<file path="config.mk">
export PLATFORM = sky130hd
export DESIGN_NAME = lane_turnaround
export DESIGN_NICKNAME = d
export VERILOG_FILES = /design/src/rtl/turn_pkg.sv /design/src/rtl/turn_timer.sv /design/src/rtl/turn_fsm.sv /design/src/rtl/lane_turnaround.sv
export SDC_FILE = /design/constraint.sdc
export NUM_CORES = 1
export LEC_CHECK = 0
export ABC_AREA = 1
export BUFFER_PORTS_ARGS = -buffer_cell sky130_fd_sc_hd__buf_4
export CAP_MARGIN = 20
export CORE_ASPECT_RATIO = 1.4
export CORE_MARGIN = 10
export CORE_UTILIZATION = 50
export DETAILED_ROUTE_END_ITERATION = 6
export GPL_TIMING_DRIVEN = 0
export PLACE_DENSITY_LB_ADDON = 0.15
export SLEW_MARGIN = 40
export SYNTH_ARGS = -nofsm -noshare
export SYNTH_HDL_FRONTEND = slang
export SYNTH_SLANG_ARGS = --single-unit
</file>
<file path="constraint.sdc">
create_clock -name clk -period 3.3 [get_ports clk]
set_clock_uncertainty 0.15 [all_clocks]
set_input_delay 0.825 -clock clk [delete_from_list [all_inputs] [get_ports clk]]
set_output_delay 0.825 -clock clk [all_outputs]
set_load 0.05 [all_outputs]
</file>
<file path="src/rtl/turn_pkg.sv">
package turn_pkg;

  localparam logic [1:0] LP11 = 2'b11;
  localparam logic [1:0] LP10 = 2'b10;
  localparam logic [1:0] LP01 = 2'b01;
  localparam logic [1:0] LP00 = 2'b00;

  typedef enum logic [2:0] {
    ST_TXIDLE,
    ST_REQ,
    ST_LOW,
    ST_GO,
    ST_RXIDLE,
    ST_SURE,
    ST_GET
  } turnState_t;

  // Strobes from the control to the timing datapath
  typedef struct packed {
    logic restart;  // zero cycle and period counters
    logic countEn;  // advance the counters this cycle
  } timerCtl_t;

endpackage

</file>
<file path="src/rtl/turn_timer.sv">
module turn_timer
  import turn_pkg::*;
#(
  parameter int CW = 8,
  parameter int PW = 3
) (
  input  logic          clk,
  input  logic          rst_n,
  input  timerCtl_t     ctl,
  input  logic [CW-1:0] lpxCycles,
  input  logic [1:0]    lineIn,
  output logic          lpxTick,
  output logic [PW-1:0] periodCnt,
  output logic          startSeen
);

  logic [CW-1:0] cycCnt;
  logic [1:0]    prevLine;
  logic          wrap;

  // A length of zero wraps every cycle, the same as a length of one
  assign wrap    = ({1'b0, cycCnt} + 1'b1) >= {1'b0, lpxCycles};
  assign lpxTick = ctl.countEn && wrap;

  always_ff @(posedge clk) begin
    if (!rst_n) begin
      cycCnt    <= '0;
      periodCnt <= '0;
    end else if (ctl.restart) begin
      cycCnt    <= '0;
      periodCnt <= '0;
    end else if (ctl.countEn) begin
      if (wrap) begin
        cycCnt    <= '0;
        periodCnt <= periodCnt + 1'b1;
      end else begin
        cycCnt <= cycCnt + 1'b1;
      end
    end
  end

  // Stop-to-request transition seen from the far end
  always_ff @(posedge clk) begin
    if (!rst_n) prevLine <= LP00;
    else        prevLine <= lineIn;
  end

  assign startSeen = (prevLine == LP11) && (lineIn == LP10);

endmodule

</file>
<file path="src/rtl/turn_fsm.sv">
module turn_fsm
  import turn_pkg::*;
#(
  parameter int PW          = 3,
  parameter int GIVE_BRIDGE = 4,
  parameter int TAKE_BRIDGE = 5,
  parameter int SURE_MAX    = 2
) (
  input  logic          clk,
  input  logic          rst_n,
  input  logic          giveReq,
  input  logic [1:0]    lineIn,
  input  logic          startSeen,
  input  logic          lpxTick,
  input  logic [PW-1:0] periodCnt,
  output timerCtl_t     ctl,
  output logic [1:0]    lineOut,
  output logic          driveEn,
  output logic          isTx,
  output logic          turnErr
);

  localparam logic [PW-1:0] GO_LAST   = PW'(GIVE_BRIDGE - 1);
  localparam logic [PW-1:0] GET_LAST  = PW'(TAKE_BRIDGE - 1);
  localparam logic [PW-1:0] SURE_LAST = PW'(SURE_MAX - 1);

  turnState_t state, nextState;
  logic       errNow;

  always_comb begin
    nextState = state;
    errNow    = 1'b0;
    unique case (state)
      ST_TXIDLE: if (giveReq) nextState = ST_REQ;
      ST_REQ:    if (lpxTick) nextState = ST_LOW;
      ST_LOW:    if (lpxTick) nextState = ST_GO;
      ST_GO:     if (lpxTick && periodCnt == GO_LAST) nextState = ST_RXIDLE;
      ST_RXIDLE: if (startSeen) nextState = ST_SURE;
      ST_SURE: begin
        if (lineIn == LP11 || lineIn == LP01) begin
          nextState = ST_RXIDLE;
          errNow    = 1'b1;
        end else if (lineIn == LP00 && periodCnt != '0) begin
          nextState = ST_GET;
        end else if (lpxTick && periodCnt == SURE_LAST) begin
          nextState = ST_RXIDLE;
          errNow    = 1'b1;
        end
      end
      ST_GET:    if (lpxTick && periodCnt == GET_LAST) nextState = ST_TXIDLE;
      default:   nextState = ST_TXIDLE;
    endcase
  end

  assign ctl.restart = (nextState != state);
  assign ctl.countEn = (state != ST_TXIDLE) && (state != ST_RXIDLE);

  always_ff @(posedge clk) begin
    if (!rst_n) state <= ST_TXIDLE;
    else        state <= nextState;
  end

  always_ff @(posedge clk) begin
    if (!rst_n)
      turnErr <= 1'b0;
    else if (errNow)
      turnErr <= 1'b1;
    else if (ctl.restart && (nextState == ST_REQ || nextState == ST_SURE))
      turnErr <= 1'b0;
  end

  always_comb begin
    lineOut = LP00;
    driveEn = 1'b0;
    isTx    = 1'b0;
    unique case (state)
      ST_TXIDLE: begin lineOut = LP11; driveEn = 1'b1; isTx = 1'b1; end
      ST_REQ:    begin lineOut = LP10; driveEn = 1'b1; isTx = 1'b1; end
      ST_LOW,
      ST_GO:     begin lineOut = LP00; driveEn = 1'b1; isTx = 1'b1; end
      ST_GET:    begin lineOut = LP00; driveEn = 1'b1; end
      default:   ;
    endcase
  end

endmodule

</file>
<file path="src/rtl/lane_turnaround.sv">
module lane_turnaround
  import turn_pkg::*;
#(
  parameter int CW          = 8,
  parameter int GIVE_BRIDGE = 4,
  parameter int TAKE_BRIDGE = 5,
  parameter int SURE_MAX    = 2
) (
  input  logic          clk,
  input  logic          rst_n,
  input  logic          giveReq,
  input  logic [1:0]    lineIn,
  input  logic [CW-1:0] lpxCycles,
  output logic [1:0]    lineOut,
  output logic          driveEn,
  output logic          isTx,
  output logic          turnErr
);

  localparam int MAXM = (GIVE_BRIDGE > TAKE_BRIDGE) ? GIVE_BRIDGE : TAKE_BRIDGE;
  localparam int PW   = $clog2(MAXM + 1);

  timerCtl_t     ctl;
  logic          lpxTick;
  logic          startSeen;
  logic [PW-1:0] periodCnt;

  turn_timer #(.CW(CW), .PW(PW)) u_timer (
    .clk       (clk),
    .rst_n     (rst_n),
    .ctl       (ctl),
    .lpxCycles (lpxCycles),
    .lineIn    (lineIn),
    .lpxTick   (lpxTick),
    .periodCnt (periodCnt),
    .startSeen (startSeen)
  );

  turn_fsm #(
    .PW(PW), .GIVE_BRIDGE(GIVE_BRIDGE), .TAKE_BRIDGE(TAKE_BRIDGE), .SURE_MAX(SURE_MAX)
  ) u_fsm (
    .clk       (clk),
    .rst_n     (rst_n),
    .giveReq   (giveReq),
    .lineIn    (lineIn),
    .startSeen (startSeen),
    .lpxTick   (lpxTick),
    .periodCnt (periodCnt),
    .ctl       (ctl),
    .lineOut   (lineOut),
    .driveEn   (driveEn),
    .isTx      (isTx),
    .turnErr   (turnErr)
  );

endmodule

</file>
==> flow_metrics.py, run 1 <==
metrics = {
    "synthesis": {
        "synthesis.area_um2": 1300,
        "syn_area_per_cell_um2": 6.99,
        "synth_nets": 212,
        "yosys_warnings": 0,
        "synth_top_area_share_pct": 26.2,
        "synth.area.top_cells": "dfxtp_1 26%, ha_1 13%, inv_1 11%, nand2_1 10%, nor2_2 5.3%",
        "netlist_instances": 186,
        "ys_seq_elements": 17,
        "ys_seq_area_share_pct": 26.2,
        "ys_types": 27,
        "synth_area_leader_cell": "dfxtp_1",
    },
    "critical_path": {
        "crit_end": "u_timer.periodCnt[2]",
        "start_kind": "flop",
        "cp.depth": 23,
        "cp_cell_sequence": "ha_2, nand3_2, xor2_2, inv_1, ha_1, nand2_1, inv_1, nand3_1, nand3_1, nand2_1, nand2_1, nand2_1, nand2_4, nand2_1, nand2_1, nor2_2, nand3_1, nand2_1, nand2_1, nor2_2, nand2_1, buf_6, nor2_2",
        "cp-startpoint": "u_timer.cycCnt[1]",
        "critPathKind": "flop to flop",
        "r2r_slack_ns": 0.30,
        "slowest_delay_ns": 0.38,
        "cp.required_ns": 3.39,
        "rr_worst_depth": 23,
        "crit_top_cell": "nand2_1",
        "path_max_fanout": 10,
        "r2r_end": "u_timer.periodCnt[2]",
        "worstReg2RegStart": "u_timer.cycCnt[1]",
        "end_kind": "flop",
        "critPathArrivalTime_ns": 3.10,
        "path_delay_family": "simple AND/OR/NAND/NOR gates",
        "crit_buf_inv": 3,
        "slowest_stage": "dfxtp_1",
    },
    "route": {
        "dr_wl_met2_um": 1370,
        "first_pass_iters": 4,
        "vias": 1187,
        "drc": 0,
        "drt-met1-wl_um": 1100,
        "viasPerCell": 4.93,
        "wl_per_cell_um": 10.9,
        "highest_layer": "met4",
        "wl_um": 2630,
        "ant_nets": 0,
        "wl_met3_um": 71,
        "drt_iter0_drc": 39,
    },
    "clocking": {
        "cts_tree": "built",
        "clock_latency_ns": 0.30,
        "ctsHtreeMaxLevel": 1,
        "clock-sinks": 17,
        "cts_made_buffers": 3,
        "clk_root_buffer_cell": "clkbuf_4",
        "post_cts_buffers": 0,
        "cts.path.max_buffers": 2,
        "cts_hold_buf": 0,
        "clkTransAtPathRegs_ns": 0.10,
    },
    "sta": {
        "setup_viol": 0,
        "fmax_mhz": 333,
        "whs_ns": 0.316,
        "tightest_slew_ns": 0.396,
        "slew_headroom_pct": 73.4,
        "slew_viol_final": 0,
        "finalHoldViolations": 0,
        "fin_crit_ns": 3.00,
        "period_share_pct": 91.0,
    },
    "global_routing": {
        "grt_max_degree": 11,
        "grt_pass1_wl_um": 4510,
        "grt_overflow": 0,
        "antenna_found_initial": 0,
        "grt_pass1_vias": 1148,
        "grtUsageTotal_pct": 10.7,
    },
    "layout": {
        "multiInputGateArea_um2": 783,
        "fin_area_um2": 1510,
        "nets": 234,
        "drive_above_1_share_pct": 26.6,
        "diodes": 0,
        "fillCellCount": 243,
        "seq_area_um2": 342,
        "final_cells": 241,
        "area_growth_pct": 16.3,
        "final_util_pct": 61.9,
    },
    "placed_design": {
        "dp_hpwl_um": 2220,
        "placed_cells": 237,
        "place.port_buffers": 17,
        "gp_congestion": 0.907,
        "postPlaceCellArea_um2": 1470,
    },
    "power": {
        "pwr_density_cell_nw_per_um2": 264,
        "leakage_nw": 0.788,
        "vdd_drop_max_v": 0.000272,
    },
    "flow_run": {
        "cap_violations": 0,
    },
    "die": {
        "start_util_pct": 53.2,
        "core_area_um2": 2440,
        "rows": 21,
        "die_area_um2": 5070,
        "io_pins": 18,
        "die_h_um": 80.3,
        "die_w_um": 63.1,
    },
    "hold_path": {
        "min_path_type": "flop to flop",
        "holdCritStartpoint": "u_fsm.turnErr",
    },
    "run_status": {
        "status": "finished, final reports clean",
    },
}
-- where the power goes --
part	internal [mW]	switching (mW)
clock	0.0452	0.0663
sequential	0.209	0.00311
combinational	0.0293	0.0455
total	0.283	0.115
-- sequential cells by signal, indices dropped and copies added (netlist names) --
signal             count
u_fsm.state            3
u_fsm.turnErr          1
u_timer.cycCnt         8
u_timer.periodCnt      3
u_timer.prevLine       2
-- cell usage after synthesis (all sizes together) --
library cell  instances
buf                   3
nor2                 24
a31oi                 2
ha                   13
nand2                38
nand3                 9
nand3b                1
nand4                 5
o22ai                 3
xor2                  7
a31o                  1
dfxtp                17
nor3                  5
a22o                  3
inv                  44
a21oi                 7
o21ai                 4
-- final cells by class --
type | count | share of cell area (%)
buffer | 3 | 1.57
tap | 34 | 2.81
inverter | 44 | 10.9
clock inverter | 1 | 0.331
sequential | 17 | 22.6
clock buffer | 3 | 1.49
multi-input combinational | 122 | 51.8
timing repair buffer | 17 | 8.44
-- stage by stage --
stage | setup TNS [ns] | setup WS [ns] | power, mW
after global placement | 0 | 0.359 | 0.288
after global routing | -0.0844 | -0.0230 | 0.420
final | 0 | 0.298 | 0.398
after floorplan | 0 | 0.650 | 0.266
after CTS | 0 | 0.131 | 0.401
after detailed placement | 0 | 0.222 | 0.291
-- worst reg2reg max path: cells and delay by family, from the launching register on --
kind          cells  cell delay [ns]
xor+xnor          1             0.18
fa+ha+maj         2             0.50
buf+inv           3             0.28
flops             1             0.38
simple gates     17             1.47
-- cell families after synthesis --
logic type               synth area share, %
adder cells (fa/ha/maj)                 12.5
buffers and inverters                   14.5
flip-flops                              26.2
AND/OR/NAND/NOR                         32.2
AO/OA/AOI/OAI                           9.82
XOR/XNOR                                4.72
-- worst min-delay path by stage --
stage                            to  slack (ns)  cells past startpoint
2_1_floorplan  u_timer.periodCnt[2]        0.38                      2
5_1_grt               u_fsm.turnErr        0.35                      2
3_3_place_gp          u_fsm.turnErr        0.30                      2
6_report              u_fsm.turnErr        0.32                      2
3_5_place_dp          u_fsm.turnErr        0.31                      2
4_1_cts               u_fsm.turnErr        0.32                      2
-- placed cells by master, fill, tap and decap left out --
cell type,n
buf_4,18
nand2_2,2
dfxtp_1,16
nor2_2,12
nand2_4,1
nand4_1,5
buf_2,1
buf_6,1
nor3_4,1
inv_2,6
xor2_2,1
nor2_1,11
o22ai_1,3
inv_1,38
o21ai_0,4
ha_1,12
a31oi_1,1
nor2_4,1
nand2_1,35
clkbuf_4,3
ha_2,1
dfxtp_2,1
a31oi_2,1
nand3_2,3
a22o_1,3
a31o_1,1
clkinv_2,1
nor3_1,4
nand3_1,6
xor2_1,6
a21oi_1,7
nand3b_2,1
-- per-layer routing --
layer / vias to the layer above / GRT usage [%]
li1: 620 / -
met1: 536 / 10.7
met2: 23 / 20.0
met3: 8 / 1.67
met4: 0 / 6.95
met5: - / 0
-- timing repair --
action / 4_1_cts / 5_1_grt
resized for setup: 0 / 4
endpoints found under the setup margin: 0 / 11
endpoints found under the hold margin: 0 / 0
Power figures use the tool's default switching activity.
==> inputs of run 2 (changes only) <==
- ABC_AREA: 1 -> unset
- CTS_CLUSTER_DIAMETER: unset -> 150
==> run 2 against run 1 <==
Net effect: via count decreased by 0.25%; non-clock buffer count increased by 4; register-to-register slack about the same; clock power increased by 4%; maximum frequency about the same; utilization decreased by 0.61 points; power about the same; cell count decreased by 11%; wire length increased by 10%; combinational power decreased by 7.5%; area after synthesis unchanged; final area decreased by 0.99%; critical path type unchanged; critical endpoint is now u_fsm.state[1]; largest cell class unchanged; largest power group unchanged.
==> flow_metrics.py, run 2 <==
metrics = {
    "run_status": {
        "status": "finished, final reports clean",
    },
    "critical_path": {
        "start_kind": "flop",
        "cp_cell_sequence": "ha_1, nand3_1, xnor2_1, ha_1, a21oi_1, o22ai_1, a211oi_2, nand2_1, and3_1, o31a_1",
        "path_max_fanout": 6,
        "critPathArrivalTime_ns": 3.06,
        "end_kind": "flop",
        "slowest_stage": "a211oi_2",
        "crit_top_cell": "ha_1",
        "critPathKind": "flop to flop",
        "slowest_delay_ns": 0.43,
        "cp.required_ns": 3.36,
    },
    "clocking": {
        "clock_latency_ns": 0.30,
        "cts_tree": "built",
        "post_cts_buffers": 0,
        "cts-resized-gates": 0,
        "cts_hold_buf": 0,
        "clock-sinks": 17,
        "clkTransAtPathRegs_ns": 0.10,
        "clk_root_buffer_cell": "clkbuf_4",
        "cts_made_buffers": 3,
        "ctsHtreeMaxLevel": 1,
        "cts.path.max_buffers": 2,
    },
    "synthesis": {
        "async_reset_ff_share_pct": 0,
        "syn_area_per_cell_um2": 8.12,
        "yosysMostFrequentCell": "dfxtp_1",
        "ys_types": 44,
        "netlist_instances": 160,
        "yosys_warnings": 0,
        "ys_seq_elements": 17,
        "yosys_most_used_dff": "dfxtp_1",
        "ys_top_cells_by_count": "17 x dfxtp_1, 16 x nand2_1, 15 x inv_1",
        "synth_nets": 186,
        "ys_seq_area_share_pct": 26.2,
        "synthesis.area_um2": 1300,
        "synth-edff-count": 0,
        "synth.area.top_cells": "dfxtp_1 26%, ha_1 13%, nand2_1 4.6%, buf_6 4.3%, inv_1 4.3%",
        "synth_area_leader_cell": "dfxtp_1",
        "synth_top_area_share_pct": 26.2,
    },
    "route": {
        "vias": 1184,
        "drt_iter0_drc": 43,
        "ant_nets": 0,
        "wl_um": 2890,
        "drc": 0,
        "viasPerCell": 5.51,
        "wl_per_cell_um": 13.5,
        "first_pass_iters": 4,
    },
    "layout": {
        "nets": 208,
        "diodes": 0,
        "largest_register_ffs": 8,
        "layout_common_cells": "17 x buf_4, 17 x dfxtp_1, 16 x nand2_1",
        "reg_top3": "u_timer.cycCnt (8), u_fsm.state (3), u_timer.periodCnt (3)",
        "regMostFlops": "u_timer.cycCnt",
        "fillCellCount": 242,
        "area_growth_pct": 15.1,
        "drive_above_1_share_pct": 21.5,
    },
    "global_routing": {
        "grt_overflow": 0,
        "grtUsageTotal_pct": 11.4,
        "antenna_found_initial": 0,
        "grt_pass1_vias": 1159,
        "grt_max_degree": 11,
        "grt_pass1_wl_um": 4890,
    },
    "die": {
        "die_h_um": 80.3,
        "rows": 21,
        "core_area_um2": 2440,
        "die_area_um2": 5070,
        "io_pins": 18,
        "die_w_um": 63.1,
        "start_util_pct": 53.2,
    },
    "sta": {
        "whs_ns": 0.333,
        "finalHoldViolations": 0,
        "tightest_slew_ns": 0.457,
        "fin_crit_ns": 3.00,
        "setup_tns_ns": 0,
        "setup_viol": 0,
        "slew_viol_final": 0,
        "period_share_pct": 90.9,
        "rsz0062_at_grt": "false",
        "fin_ws_ns": 0.300,
        "slew_headroom_pct": 69.5,
        "fmax_mhz": 333,
    },
    "hold_path": {
        "min_path_type": "flop to flop",
    },
    "power": {
        "p_total_mw": 0.398,
        "vdd_drop_max_v": 0.000221,
        "leakage_nw": 0.657,
        "pwr_density_cell_nw_per_um2": 266,
    },
    "placed_design": {
        "pre_cts_slack_ns": 0.334,
        "dp_hpwl_um": 2350,
        "gp_congestion": 0.891,
        "place.port_buffers": 17,
    },
    "flow_run": {
        "cap_violations": 0,
    },
}
==> run 2: per-stage QoR <==
stage          cells  area [µm²]  util, %
3_5_place_dp     211        1470     60.2
5_1_grt          215        1500     61.2
2_1_floorplan    160        1300        -
4_1_cts          215        1500     61.2
3_3_place_gp     211        1470     60.2
6_report         215        1500     61.2
==> run 2: area by class of cell <==
cell class                 instances  area (µm²)  area share [%]
inverter                          15        56.3            3.76
clock buffer                       4        26.3            1.76
sequential                        17         340            22.7
multi-input combinational        121         838            56.0
tap                               34        42.5            2.84
timing repair buffer              17         128            8.53
buffer                             7        65.1            4.35
==> run 2: logic make-up after synthesis <==
kind of cell               Yosys count  synth area share [%]
AOI/OAI and AO/OA                   32                  16.7
xor gates and xnor gates             7                  4.72
adders and majority gates           13                  12.5
buffers and inverters               22                  9.33
DFF                                 17                  26.2
muxes                                2                  1.64
and+or+nand+nor                     67                  28.9
==> run 2: final timing paths <==
kind / from / end / slack, ns / cells after the start
max: u_timer.cycCnt[0] / u_fsm.state[1] / 0.30 / 10
min: u_timer.cycCnt[7] / u_timer.cycCnt[7] / 0.33 / 2
max reg2reg: u_timer.cycCnt[0] / u_fsm.state[1] / 0.30 / 10
min reg2reg: u_timer.cycCnt[7] / u_timer.cycCnt[7] / 0.33 / 2
==> run 2: metal layers <==
| metal | routed length [µm] | GRT usage [%] | up-vias |
|---|---|---|---|
| met2 | 1540 | 21.2 | 27 |
| met5 | 0 | 0 | - |
| met3 | 122 | 2.08 | 5 |
| li1 | - | - | 603 |
| met1 | 1190 | 11.7 | 549 |
| met4 | 40 | 6.50 | 0 |
==> run 2: report_power, final <==
group	internal, mW	leakage, nW	switching, mW	total [mW]
Combinational	0.0303	0.504	0.0389	0.0692
Sequential	0.209	0.138	0.00290	0.212
Clock	0.0472	0.0150	0.0696	0.117
==> run 2: worst max-delay path: cells and delay by family, from the launching register on <==
| kind | cells | cell delay [ns] |
|---|---|---|
| adder cells (fa/ha/maj) | 2 | 0.58 |
| AND/OR/NAND/NOR | 3 | 0.53 |
| AO/OA/AOI/OAI | 4 | 0.98 |
| XOR/XNOR | 1 | 0.23 |
| flip-flops | 1 | 0.42 |
